<file path="src/rtl/tile_scan_pkg.sv">
package tile_scan_pkg;
  typedef struct packed {
    logic load;
    logic nextTile;
    logic nextLine;
  } scanStb_t;

  typedef enum logic {S_IDLE = 1'b0, S_RUN = 1'b1} scanState_t;
endpackage

</file>
<file path="src/rtl/tile_scan_dp.sv">
module tile_scan_dp
  import tile_scan_pkg::*;
#(
  parameter int ADDR_W      = 32,
  parameter int WIDTH_W     = 8,
  parameter int LINES_W     = 12,
  parameter int TILE_BYTES  = 2048,
  parameter int SLICE_BYTES = 128,
  parameter int TILE_LINES  = 16
) (
  input  logic               clk,
  input  logic               rstN,
  input  logic [ADDR_W-1:0]  baseIn,
  input  logic               baseWe,
  input  logic [WIDTH_W-1:0] widthTiles,
  input  logic [LINES_W-1:0] lineCount,
  input  scanStb_t           stb,
  output logic [ADDR_W-1:0]  curAddr,
  output logic               lastTile,
  output logic               lastLine,
  output logic               cfgOk
);
  localparam int TILE_SHIFT  = $clog2(TILE_BYTES);
  localparam int SLICE_SHIFT = $clog2(SLICE_BYTES);
  localparam int TL_W        = $clog2(TILE_LINES);

  logic [ADDR_W-1:0]  pendingBase;
  logic [ADDR_W-1:0]  rowBase;
  logic [WIDTH_W-1:0] tileX;
  logic [WIDTH_W-1:0] widthQ;
  logic [LINES_W-1:0] lineIdx;
  logic [LINES_W-1:0] linesQ;
  logic [TL_W-1:0]    lineInTile;
  logic [ADDR_W-1:0]  stride;
  logic [ADDR_W-1:0]  nextSlice;

  assign stride    = ADDR_W'(widthQ) << TILE_SHIFT;
  assign nextSlice = rowBase + ((ADDR_W'(lineInTile) + ADDR_W'(1)) << SLICE_SHIFT);
  assign lastTile  = (tileX == widthQ - WIDTH_W'(1));
  assign lastLine  = (lineIdx == linesQ - LINES_W'(1));
  assign cfgOk     = (widthTiles != '0) && (lineCount != '0);

  always_ff @(posedge clk) begin
    if (!rstN) begin
      pendingBase <= '0;
      rowBase     <= '0;
      curAddr     <= '0;
      tileX       <= '0;
      widthQ      <= '0;
      lineIdx     <= '0;
      linesQ      <= '0;
      lineInTile  <= '0;
    end else begin
      if (baseWe) pendingBase <= baseIn;
      if (stb.load) begin
        rowBase    <= pendingBase;
        curAddr    <= pendingBase;
        tileX      <= '0;
        lineIdx    <= '0;
        lineInTile <= '0;
        widthQ     <= widthTiles;
        linesQ     <= lineCount;
      end else if (stb.nextLine) begin
        tileX   <= '0;
        lineIdx <= lineIdx + LINES_W'(1);
        if (lineInTile == TL_W'(TILE_LINES - 1)) begin
          lineInTile <= '0;
          rowBase    <= rowBase + stride;
          curAddr    <= rowBase + stride;
        end else begin
          lineInTile <= lineInTile + TL_W'(1);
          curAddr    <= nextSlice;
        end
      end else if (stb.nextTile) begin
        tileX   <= tileX + WIDTH_W'(1);
        curAddr <= curAddr + ADDR_W'(TILE_BYTES);
      end
    end
  end


  row_base_hold_chk: assert property (@(posedge clk) disable iff (!rstN)
    (!stb.load && !stb.nextLine) |=> $stable(rowBase));


  slice_step_chk: assert property (@(posedge clk) disable iff (!rstN)
    (stb.nextTile && !stb.load) |=> (curAddr == $past(curAddr) + ADDR_W'(TILE_BYTES)));
endmodule

</file>
<file path="src/rtl/tile_scan_ctrl.sv">
module tile_scan_ctrl
  import tile_scan_pkg::*;
(
  input  logic     clk,
  input  logic     rstN,
  input  logic     frameStart,
  input  logic     reqReady,
  input  logic     cfgOk,
  input  logic     lastTile,
  input  logic     lastLine,
  output scanStb_t stb,
  output logic     reqValid,
  output logic     reqLastLine,
  output logic     reqLastFrame
);
  scanState_t state;
  logic fire;

  assign reqValid     = (state == S_RUN);
  assign fire         = reqValid && reqReady;
  assign reqLastLine  = reqValid && lastTile;
  assign reqLastFrame = reqValid && lastTile && lastLine;

  always_comb begin
    stb          = '0;
    stb.load     = (state == S_IDLE) && frameStart && cfgOk;
    stb.nextTile = fire && !lastTile;
    stb.nextLine = fire && lastTile && !lastLine;
  end

  always_ff @(posedge clk) begin
    if (!rstN) begin
      state <= S_IDLE;
    end else begin
      case (state)
        S_IDLE: if (stb.load) state <= S_RUN;
        S_RUN:  if (fire && lastTile && lastLine) state <= S_IDLE;
        default: state <= S_IDLE;
      endcase
    end
  end


  frame_flag_chk: assert property (@(posedge clk) disable iff (!rstN)
    reqLastFrame |-> reqLastLine);


  idle_after_frame_chk: assert property (@(posedge clk) disable iff (!rstN)
    (reqValid && reqReady && reqLastFrame) |=> !reqValid);


  no_reload_chk: assert property (@(posedge clk) disable iff (!rstN)
    reqValid |-> !stb.load);
endmodule

</file>
<file path="src/rtl/tile_scan_gen.sv">
module tile_scan_gen
  import tile_scan_pkg::*;
#(
  parameter int ADDR_W      = 32,
  parameter int WIDTH_W     = 8,
  parameter int LINES_W     = 12,
  parameter int TILE_BYTES  = 2048,
  parameter int SLICE_BYTES = 128,
  parameter int TILE_LINES  = 16
) (
  input  logic               clk,
  input  logic               rstN,
  input  logic [ADDR_W-1:0]  baseIn,
  input  logic               baseWe,
  input  logic [WIDTH_W-1:0] widthTiles,
  input  logic [LINES_W-1:0] lineCount,
  input  logic               frameStart,
  input  logic               reqReady,
  output logic               reqValid,
  output logic [ADDR_W-1:0]  reqAddr,
  output logic               reqLastLine,
  output logic               reqLastFrame
);
  scanStb_t stb;
  logic lastTile, lastLine, cfgOk;

  tile_scan_ctrl u_ctrl (
    .clk, .rstN, .frameStart, .reqReady, .cfgOk, .lastTile, .lastLine,
    .stb, .reqValid, .reqLastLine, .reqLastFrame
  );

  tile_scan_dp #(
    .ADDR_W(ADDR_W), .WIDTH_W(WIDTH_W), .LINES_W(LINES_W),
    .TILE_BYTES(TILE_BYTES), .SLICE_BYTES(SLICE_BYTES), .TILE_LINES(TILE_LINES)
  ) u_dp (
    .clk, .rstN, .baseIn, .baseWe, .widthTiles, .lineCount, .stb,
    .curAddr(reqAddr), .lastTile, .lastLine, .cfgOk
  );


  stall_hold_chk: assert property (@(posedge clk) disable iff (!rstN)
    (reqValid && !reqReady) |=> (reqValid && $stable(reqAddr)));
endmodule

</file>
<file path="config.mk">
export PLATFORM = sky130hd
export DESIGN_NAME = tile_scan_gen
export DESIGN_NICKNAME = d
export VERILOG_FILES = /design/src/rtl/tile_scan_pkg.sv /design/src/rtl/tile_scan_dp.sv /design/src/rtl/tile_scan_ctrl.sv /design/src/rtl/tile_scan_gen.sv
export SDC_FILE = /design/constraint.sdc
export NUM_CORES = 1
export LEC_CHECK = 0
export BUFFER_PORTS_ARGS = -buffer_cell sky130_fd_sc_hd__buf_2
export CORE_MARGIN = 2
export CORE_UTILIZATION = 33
export CTS_CLUSTER_DIAMETER = 120
export DETAILED_ROUTE_END_ITERATION = 16
export PLACE_DENSITY = 0.51
export SYNTH_ARGS = -nofsm -noshare
export SYNTH_HDL_FRONTEND = slang
export SYNTH_SLANG_ARGS = --single-unit
</file>
<file path="constraint.sdc">
create_clock -name clk -period 3.5 [get_ports clk]
set_clock_uncertainty 0.05 [all_clocks]
set_input_delay 0.7 -clock clk [delete_from_list [all_inputs] [get_ports clk]]
set_output_delay 0.7 -clock clk [all_outputs]
set_load 0.03 [all_outputs]
</file>
* After elaboration in Yosys (flattened, before gate mapping)
Index checks and enable logic that the tools add are counted.
** Storage, ports and cells
- Register bits after elaboration :: 141
- Input bits :: 57
- Output and inout port bits :: 35
- Word-level logic and storage cells :: 54
** Cells by class
- $add $sub $neg :: 9
- Eq/ne operators :: 3
- Mux-type cells :: 11
- Bitwise gates (word level) :: 2
- Reduce and logical (&&, ||, !) cells :: 20
** Operators with widths (number)
- $mux 32 :: 7
- $add 32x12->32 const B :: 1
- $add 32x19->32 :: 1
- $add 32x32->32 :: 1
- $add 12x1->12 const B :: 1
- $eq 12x12->1 :: 1
- $reduce_bool 12->1 :: 1
- $sub 12x1->12 const B :: 1
- $logic_and 1x1->1 :: 10
- $add 8x1->8 const B :: 1
- $eq 8x8->1 :: 1
- $reduce_bool 8->1 :: 1
- $sub 8x1->8 const B :: 1
- $add 4x1->5 const B :: 1
- $add 4x1->4 const B :: 1
- $eq 4x4->1 const B :: 1
- $mux 4 :: 1
- $reduce_bool 2->1 :: 2
- $reduce_bool 3->1 :: 1
- $reduce_or 3->1 :: 1
- $logic_not 1->1 :: 2
- $mux 1 :: 2
- $not 1->1 :: 2
- $pmux 1 s2 :: 1
- other kinds (2) :: 2

* Logic depth before layout (Yosys ltp)
Gate-level depths: netlist (run 1).
- Word-level depth :: 7
- Mapped depth :: 14
- Mapped depth without buffers :: 12

* By module
From an unflattened synthesis (run 1), not the netlist that was laid out.
** Second synthesis, totals
- Cell total of the unflattened synthesis :: 910
- Area, all modules :: 7639.8 sq um
** Modules (own cells, without submodules)
- tile_scan_dp :: instances 1, cells each 899, area each 7559.8 sq um, sequential area each 2802.7 sq um
- tile_scan_ctrl :: instances 1, cells each 11, area each 80.1 sq um, sequential area each 20.0 sq um

* Worst setup path before layout (run 1)
Ideal clock, no wire load.
- Kind :: register to output
- Start point :: register u_dp.linesQ[0]
- End point :: output port reqLastFrame
- Arrival :: 2751 ps
- Data required time :: 2750 ps
- Path slack :: -1 ps
- Cell stages (with the launch flop) :: 9
- Buffers on the path :: 0
- Cell sequence :: dfxtp_1 inv_1 ha_1 nor2b_1 or3_1 a31o_2 a211oi_1 nand3_1 nor3_1
** On the way
- Word-level cells in the longest chain between the ends :: 3
** RTL lines
- start, declared :: line tile_scan_dp.sv:32 : logic [LINES_W-1:0] linesQ;
- start signal, assigned :: line tile_scan_dp.sv:62 : linesQ <= lineCount;
- $sub 12x1->12 :: line tile_scan_dp.sv:40 : assign lastLine = (lineIdx == linesQ - LINES_W'(1));
- $eq 12x12->1 :: line tile_scan_dp.sv:40
- $logic_and 1x1->1 :: line tile_scan_ctrl.sv:22 : assign reqLastFrame = reqValid && lastTile && lastLine;
- end, declared :: line tile_scan_gen.sv:22 : output logic reqLastFrame
No other way between the ends.

* Worst setup path in the final report (run 1)
- Start point :: register u_dp.linesQ[3]
- End point :: output port reqLastFrame
The elaborated chain is that of the path after synthesis.

==> impl_metrics.csv, run 1 <==
group,metric,value,unit
sta,fmax,0.290,GHz
flow_run,cap_violations,0,
cells_and_area,final_cell_mix,"dfxtp_1, nand2_1, nor2_1, buf_2, a21oi_1",
clock_network,htree_levels,4,
worst_setup_path,crit_path_max_incr_delay,610,ps
worst_setup_path,critical_path_arrival,2700,ps
clock_network,clock-sinks,141,
worst_setup_path,path_cells,"or4_4 -> o31a_1 -> o21a_1 -> nor3_1 -> nor3_4 -> buf_4",
synthesis,synth_adder_area_share,3.58,%
detailed_routing,vias,7322,
synthesis,synth_edf_count,0,
synthesis,ys_warn_count,0,
power_and_ir_drop,p_per_area,455,nW/um^2
floorplanning,initial_utilization,33.4,%
detailed_routing,drc_errors,0,
synthesis,synthesis.nets,1044,
power_and_ir_drop,peakVddDrop,0.264,mV
global_route,grt_max_degree,73,
place,place_hpwl,17.0,mm
place,dpl-instance-area,8660,sq um
synthesis,syn_inst,966,
place,port-buffer-count,91,
floorplanning,io_pins,92,
cells_and_area,layout_commonest_cell,"dfxtp_1",
detailed_routing,wl,23.4,mm
sta,max-slew-margin-rel,42.4,%
worst_setup_path,worstSetupEndpointType,"output pin",
sta,slew_violations,0,
power_and_ir_drop,finalPower,4260,uW
sta,fin_crit,3450,ps
synthesis,yosys.area_share.simple,23.5,%
global_route,grt_pass1_wl,37.2,mm
floorplanning,fp.dieW,157,um
clock_network,clockBufferDepth,2,
status,run_status,"finished clean",
power_and_ir_drop,p_leak,0.00372,uW
synthesis,ys_types,69,
detailed_routing,wire_per_inst,16.8,um
synthesis,yosysSeqAreaShare,36.4,%
clock_network,cts-root-buf,"clkbuf_16",
global_route,grt_pass1_vias,6852,
sta,rsz0062_at_grt,"yes",
global_route,grt_antenna_before_repair,1,
worst_setup_path,crit_required,2750,ps
cells_and_area,finalNonFillerCells,1395,
synthesis,synth_xor_area_share,9.26,%
worst_setup_path,crit_type,"register to output pin",
global_route,overflow,0,
place,finalWeightedCongestion,0.799,
detailed_routing,first_pass_iters,4,
synthesis,synth_top_flop_cell,"dfxtp_1",
floorplanning,core-area,23300,sq um
sta,finalSetupTns,0,ps
worst_setup_path,startpoint_type,"register",
synthesis,ys_ff_latch,141,
sta,setup_viol,0,
cells_and_area,nNetsFinal,1141,
worst_setup_path,cp_slowest_cell,"or4_4",
detailed_routing,first_iter_violations,424,
clock_network,numCtsBuffers,17,
worst_setup_path,crit_fanout,9,
floorplanning,rows,56,
synthesis,synthesis.area,7760,sq um
detailed_routing,viasPerCell,5.25,
sta,min_period_over_period,98.6,%
sta,hold_violations,0,
cells_and_area,fin_area,9360,sq um
clock_network,cts.clk_slew.worst_paths,70,ps
floorplanning,die-area,24800,sq um
cells_and_area,drive_gt1_share,18.5,%
place,dp_cells,1358,
global_route,grt_usage,19.3,%
synthesis,synth_top_family_by_area,"simple AND/OR/NAND/NOR gates",
synthesis,synthesis.area_per_instance,8.03,sq um
synthesis,synth_compound_area_share,18.9,%
sta,worst_pin_slew,864,ps
synthesis,async_flop_share,0,%
synthesis,synth.area.mux_share,4.64,%
clock_network,cts_tree,"done",
cells_and_area,syn_to_final_growth,20.6,%
clock_network,clk_latency,430,ps
worst_hold_path,hold_class,"register to register",
detailed_routing,ant_nets,0,
cells_and_area,num_antenna_cells,0,
floorplanning,fp.dieH,157,um
## through the flow
| stage | hold slack (ps) | setup slack [ps] | util, % |
|---|---|---|---|
| after floorplan | 390 | 235 | - |
| after global placement | 400 | 216 | 37.2 |
| after detailed placement | 408 | 137 | 37.2 |
| after CTS | 419 | 13.3 | 40.1 |
| after global routing | 435 | -84.1 | 40.2 |
| final | 417 | 49.2 | 40.2 |
## layer usage
metal  GRT usage [%]  part of all wire (%)  wire [um]
met2            30.5                    45      10600
met3            4.16                   4.6       1090
met4            5.28                   1.5        360
met5               0                     0          0
met1            26.5                    49      11400
## synthesized netlist by cell type, drive strengths merged (20+ instances only)
| library cell | instances | share of area, % |
|---|---|---|
| xor2 | 30 | 3.4 |
| nand3 | 40 | 2.6 |
| nor3 | 32 | 2.3 |
| dfxtp | 141 | 36 |
| nand4 | 22 | 1.8 |
| nand2 | 135 | 6.5 |
| a21oi | 76 | 4.9 |
| nor2 | 109 | 5.3 |
| xnor2 | 52 | 5.9 |
| a211oi | 20 | 1.9 |
| o21ai | 45 | 2.9 |
| mux2i | 36 | 4.6 |
| clkbuf | 32 | 1.5 |
## critical path, delay by kind of cell, from the launching register on
kind                   cells  cell delay (ps)
AOI/OAI and AO/OA          2              540
and+or+nand+nor            3             1160
buffers and inverters      1              180
DFF                        1              380
## state kept, by name, summed over array words and instances, names as in the netlist
name,count
u_dp.lineIdx,12
u_ctrl.reqValid,1
u_dp.curAddr,32
u_dp.widthQ,8
u_dp.tileX,8
u_dp.rowBase,32
u_dp.linesQ,12
u_dp.lineInTile,4
u_dp.pendingBase,32
## report_power, final
part           internal, uW  total, uW  switching, uW
Combinational           247        614            368
Sequential             1690       1790           99.6
Clock                  1020       1860            837
## cells by family (layout without fill, tap and decap cells)
group / Yosys count / count (layout)
AOI/OAI and AO/OA: 220 / 220
xor gates and xnor gates: 82 / 82
adders and majority gates: 21 / 21
buffers and inverters: 69 / 179
DFF: 141 / 141
muxes: 36 / 36
and+or+nand+nor: 397 / 397
## final timing paths
check                                                   from                       endpoint  slack, ps  cells past startpoint
worst max-delay path             u_dp.linesQ[3]$_SDFFE_PN0P_                   reqLastFrame         50                      6
worst min register to register  u_dp.rowBase[2]$_SDFFE_PN0P_   u_dp.rowBase[2]$_SDFFE_PN0P_        420                      2
worst max register to register   u_dp.linesQ[3]$_SDFFE_PN0P_  u_dp.curAddr[16]$_SDFFE_PN0P_        310                      9
worst min-delay path            u_dp.rowBase[2]$_SDFFE_PN0P_   u_dp.rowBase[2]$_SDFFE_PN0P_        420                      2
## cell type report
type | instances | area [sq um]
clock buffers | 17 | 425
clock inverters | 15 | 171
fillers | 2462 | 13900
inverters | 19 | 71.3
multi-input cells | 756 | 4710
flip-flops and latches | 141 | 2830
well taps | 319 | 399
repair buffers | 128 | 748
## what timing repair did
action,CTS,global route
resized for setup,10,8
hold buffers,0,0
pin swaps,3,3
buffers inserted,5,0
endpoints found under the setup margin,2,8
gates cloned,0,0
Power figures use the tool's default switching activity.
==> run 2, diff against run 1 <==
Settings changed: BUFFER_PORTS_ARGS -buffer_cell sky130_fd_sc_hd__buf_2 to default, DONT_BUFFER_PORTS from default to 1, PLACE_DENSITY 0.51 to 0.48, SETUP_SLACK_MARGIN from default to 0.15.
==> run 2 against run 1 <==
Against the previous run: count of clock-buffer cells in the layout up 1; via count shrank 3.8%; sequential power grew 2%; clock power about the same; critical path type unchanged; critical endpoint unchanged; largest cell class unchanged; largest power group unchanged; highest routed layer unchanged.
==> impl_metrics.csv, run 2 (synthesized netlist as in run 1, its figures left out) <==
group,metric,value,unit
detailed_routing,first_pass_iters,5,
sta,fin_crit,3290,ps
clock_network,clk_latency,430,ps
power_and_ir_drop,p_leak,0.00338,uW
worst_hold_path,holdPathStages,1,
status,run_status,"finished clean",
detailed_routing,ant_nets,0,
clock_network,htree_levels,4,
cells_and_area,num_antenna_cells,0,
worst_setup_path,crit_required,2750,ps
floorplanning,die-area,24800,sq um
cells_and_area,syn_to_final_growth,17.0,%
cells_and_area,drive_gt1_share,12.7,%
sta,hold_violations,0,
floorplanning,fp.dieW,157,um
floorplanning,initial_utilization,33.4,%
worst_setup_path,critical_path_arrival,2540,ps
cells_and_area,final_cell_mix,"dfxtp_1, nand2_1, nor2_1, a21oi_1, xnor2_1",
cells_and_area,top_regs,"u_dp.curAddr: 32 flops, u_dp.pendingBase: 32 flops, u_dp.rowBase: 32 flops",
clock_network,cts.clk_slew.worst_paths,70,ps
global_route,grt_pass1_vias,6609,
clock_network,clock-sinks,141,
clock_network,cts-root-buf,"clkbuf_16",
detailed_routing,first_iter_violations,460,
sta,rsz0062_at_grt,"yes",
detailed_routing,vias,7043,
cells_and_area,nFillCells,2459,
sta,fin_ws,212,ps
floorplanning,fp.dieH,157,um
worst_setup_path,crit_fanout,5,
sta,fmax,0.304,GHz
global_route,overflow,0,
global_route,grt_antenna_before_repair,0,
detailed_routing,wire_per_inst,17.9,um
worst_hold_path,hold_class,"input port to register",
place,dp_cells,1272,
worst_setup_path,crit_type,"register to output pin",
floorplanning,io_pins,92,
clock_network,cts_tree,"done",
global_route,grt_pass1_wl,36.8,mm
clock_network,clockBufferDepth,2,
sta,slew_violations,0,
detailed_routing,wl,23.5,mm
floorplanning,core-area,23300,sq um
detailed_routing,drc_errors,0,
place,finalWeightedCongestion,0.830,
cells_and_area,nNetsFinal,1062,
flow_run,cap_violations,0,
worst_setup_path,reg2reg_depth,10,
place,place_hpwl,17.0,mm
power_and_ir_drop,p_per_area,468,nW/um^2
detailed_routing,viasPerCell,5.35,
sta,min_period_over_period,94.0,%
worst_setup_path,worstSetupEndpointType,"output pin",
sta,hold_ws,341,ps
sta,setup_viol,0,
power_and_ir_drop,peakVddDrop,0.229,mV
floorplanning,rows,56,
cells_and_area,layout_commonest_cell,"dfxtp_1",
sta,worst_pin_slew,543,ps
cells_and_area,finalNonFillerCells,1316,
place,port-buffer-count,0,
global_route,grt_max_degree,73,
sta,finalSetupTns,0,ps
place,dpl_worst_slack,149,ps
worst_setup_path,startpoint_type,"register",
sta,max-slew-margin-rel,63.8,%
global_route,grt_usage,19.3,%
clock_network,numCtsBuffers,17,
## run 2: cell count changes in the layout (fill, tap and decap cells not counted), moves of 2 or more
cell / delta
buf_2: -90
nor3_2: +2
nor4_2: +4
clkinv_4: -2
nor4_1: -5
buf_4: +10
## run 2: layout make-up
| class | count | area [sq um] | share of cell area [%] |
|---|---|---|---|
| Sequential cell | 141 | 2830 | 31.2 |
| Tap cell | 319 | 399 | 4.40 |
| Clock buffer | 18 | 439 | 4.84 |
| Multi-Input combinational cell | 756 | 4780 | 52.6 |
| Inverter | 19 | 71.3 | 0.786 |
| Timing Repair Buffer | 49 | 393 | 4.33 |
| Clock inverter | 14 | 164 | 1.81 |
## run 2: stage by stage
stage               total power (uW)  area [sq um]  utilization, %
floorplan                       2220          7760               -
global placement                2360          8260            35.5
detailed placement              2360          8260            35.5
CTS                             4280          8950            38.5
global route                    4420          9080            39.0
finish                          4250          9080            39.0
## run 2: worst max-delay path: stages (launching register included)
cell	delay, ps
dfxtp_4	360
or4_1	480
or3_1	400
a2111oi_4	360
nand3_2	140
nor3_2	190
buf_4	180
## run 2: worst paths after layout
check / startpoint / to / slack, ps
setup / recovery: u_dp.widthQ[0]$_SDFFE_PN0P_ / reqLastFrame / 210
hold / removal: rstN / u_dp.rowBase[13]$_SDFFE_PN0P_ / 340
hold reg to reg: u_dp.rowBase[4]$_SDFFE_PN0P_ / u_dp.rowBase[4]$_SDFFE_PN0P_ / 410
setup reg to reg: u_dp.widthQ[0]$_SDFFE_PN0P_ / u_dp.lineIdx[10]$_SDFFE_PP0N_ / 280
## run 2: routing by layer
layer / wire (um) / part of all wire (%) / vias to the layer above / track usage, %
li1: - / - / 3496 / -
met1: 11100 / 47 / 3355 / 25.8
met2: 10600 / 45 / 169 / 30.6
met3: 1450 / 6.1 / 23 / 5.18
met4: 375 / 1.6 / 0 / 5.45
met5: 0 / 0 / - / 0
## run 2: timing repair
item | 4_1_cts | 5_1_grt
setup endpoints to repair | 4 | 32
buffers inserted | 6 | 6
gates resized for setup | 12 | 14
pin swaps | 6 | 3
hold buffers | 0 | 0
## run 2: where the power goes
group          switching (uW)  internal, uW  leakage (uW)
registers                 146          1690       0.00116
logic                     300           228       0.00192
clock network             845          1040      0.000298
total                    1290          2960       0.00338
==> run 3, diff against run 2 <==
Settings changed: RECOVER_POWER from default to 50.
==> run 3 against run 2 <==
Against the previous run: wire length hardly changed; combinational power is essentially flat; power hardly changed; count of clock-buffer cells in the layout stayed put; critical path depth stayed put; worst setup slack lost 22 ps; maximum frequency decreased by 0.68%; utilization is 0.097 points lower; hold slack worse by 1.2 ps; sequential share of layout area rose by 0.078 points; register-to-register slack is essentially flat.
==> impl_metrics.csv, run 3 (synthesized netlist as in run 1, its figures left out) <==
group,metric,value,unit
floorplanning,io_pins,92,
floorplanning,die-area,24800,sq um
sta,fmax,0.302,GHz
power_and_ir_drop,p_leak,0.00336,uW
sta,worst_pin_slew,1170,ps
power_and_ir_drop,p_per_area,469,nW/um^2
clock_network,ctsHoldBuffers,0,
detailed_routing,drc_errors,0,
worst_setup_path,cp_top_family,"simple AND/OR/NAND/NOR gates",
detailed_routing,first_pass_iters,5,
worst_setup_path,crit_fanout,5,
cells_and_area,drive_gt1_share,12.1,%
sta,max-slew-margin-rel,22.3,%
worst_setup_path,path_cells,"or4_1 -> or3_1 -> a2111oi_4 -> nand3_2 -> nor3_2 -> buf_4",
worst_setup_path,crit_required,2750,ps
worst_hold_path,hold_class,"input port to register",
flow_run,cap_violations,0,
clock_network,clock-sinks,141,
detailed_routing,first_iter_violations,484,
sta,hold_violations,0,
worst_setup_path,crit_path_max_incr_delay,480,ps
detailed_routing,vias,7044,
worst_setup_path,worstReg2RegEnd,"u_dp.curAddr[7]$_SDFFE_PN0P_",
power_and_ir_drop,finalPower,4250,uW
global_route,grt_usage,19.3,%
sta,finalSetupTns,0,ps
cells_and_area,layout_commonest_cell,"dfxtp_1",
cells_and_area,top_regs,"u_dp.curAddr: 32 flops, u_dp.pendingBase: 32 flops, u_dp.rowBase: 32 flops",
cells_and_area,nNetsFinal,1062,
floorplanning,rows,56,
sta,fin_crit,3310,ps
global_route,grt_antenna_before_repair,0,
worst_setup_path,worstSetupEndpointType,"output pin",
clock_network,cts_tree,"done",
sta,rsz0062_at_grt,"yes",
floorplanning,initial_utilization,33.4,%
global_route,overflow,0,
worst_setup_path,crit_start,"u_dp.widthQ[0]$_SDFFE_PN0P_",
clock_network,clk_latency,430,ps
clock_network,cts.clk_slew.worst_paths,70,ps
cells_and_area,num_antenna_cells,0,
place,finalWeightedCongestion,0.830,
worst_setup_path,cp-endpoint,"reqLastFrame",
clock_network,numCtsBuffers,17,
worst_setup_path,cp_num_cells,6,
worst_setup_path,cp_slowest_cell,"or4_1",
cells_and_area,final_cell_mix,"dfxtp_1, nand2_1, nor2_1, a21oi_1, xnor2_1",
detailed_routing,wl,23.5,mm
global_route,grt_pass1_vias,6609,
power_and_ir_drop,peakVddDrop,0.190,mV
worst_setup_path,crit_type,"register to output pin",
cells_and_area,syn_to_final_growth,16.7,%
floorplanning,fp.dieW,157,um
clock_network,htree_levels,4,
worst_setup_path,cp.buffers_inverters,1,
place,place_hpwl,17.0,mm
cells_and_area,fin_util,38.9,%
global_route,grt_pass1_wl,36.8,mm
clock_network,clockBufferDepth,2,
worst_setup_path,critical_path_arrival,2560,ps
floorplanning,fp.dieH,157,um
worst_setup_path,startpoint_type,"register",
status,run_status,"finished clean",
detailed_routing,viasPerCell,5.35,
detailed_routing,wire_per_inst,17.9,um
sta,setup_viol,0,
worst_setup_path,regToRegSetupSlack,270,ps
worst_setup_path,reg2reg_depth,11,
floorplanning,core-area,23300,sq um
detailed_routing,ant_nets,0,
sta,min_period_over_period,94.6,%
worst_setup_path,reg2reg_from,"u_dp.widthQ[0]$_SDFFE_PN0P_",
clock_network,cts-root-buf,"clkbuf_16",
sta,slew_violations,0,
global_route,grt_max_degree,73,
place,port-buffer-count,0,
-- run 3: how the worst min path moves through the flow --
| stage | from | cells past startpoint | endpoint |
|---|---|---|---|
| after floorplan | u_dp.rowBase[0]$_SDFFE_PN0P_ | 2 | u_dp.rowBase[0]$_SDFFE_PN0P_ |
| after global placement | u_dp.rowBase[0]$_SDFFE_PN0P_ | 2 | u_dp.rowBase[0]$_SDFFE_PN0P_ |
| after detailed placement | u_dp.rowBase[1]$_SDFFE_PN0P_ | 2 | u_dp.rowBase[1]$_SDFFE_PN0P_ |
| after CTS | rstN | 1 | u_dp.rowBase[13]$_SDFFE_PN0P_ |
| after global routing | rstN | 1 | u_dp.rowBase[13]$_SDFFE_PN0P_ |
| final | rstN | 1 | u_dp.rowBase[13]$_SDFFE_PN0P_ |
-- run 3: layout make-up --
type	instances	area (sq um)
timing repair buffer	49	373
sequential	141	2830
inverter	19	71.3
tap	319	399
clock inverter	14	164
fill	2467	14200
clock buffer	18	439
multi-input combinational	756	4780
-- run 3: metrics by stage --
stage	worst slack [ps]	area [sq um]	hold WS [ps]	instances
after floorplan	235	7760	390	966
after global placement	201	8260	402	1272
after detailed placement	149	8260	408	1272
after CTS	152	8950	328	1310
after global routing	79.3	9050	326	1316
final	189	9050	339	1316
-- run 3: power breakdown --
part | leakage, uW | internal (uW) | switching [uW]
combinational | 0.00191 | 225 | 301
sequential | 0.00116 | 1690 | 146
clock | 0.000298 | 1040 | 844
-- run 3: routing by layer --
layer  share of wire [%]  vias up  GRT usage [%]
li1                    -     3500              -
met1                  47     3366           25.8
met2                  45      156           30.6
met3                 6.0       22           5.18
met4                 1.6        0           5.45
met5                   0        -              0
-- run 3: what timing repair did --
action	4_1_cts	5_1_grt
setup buffers	6	6
setup endpoints to repair	4	32
pin swaps	6	3
gates resized for setup	12	14
gates cloned	0	0
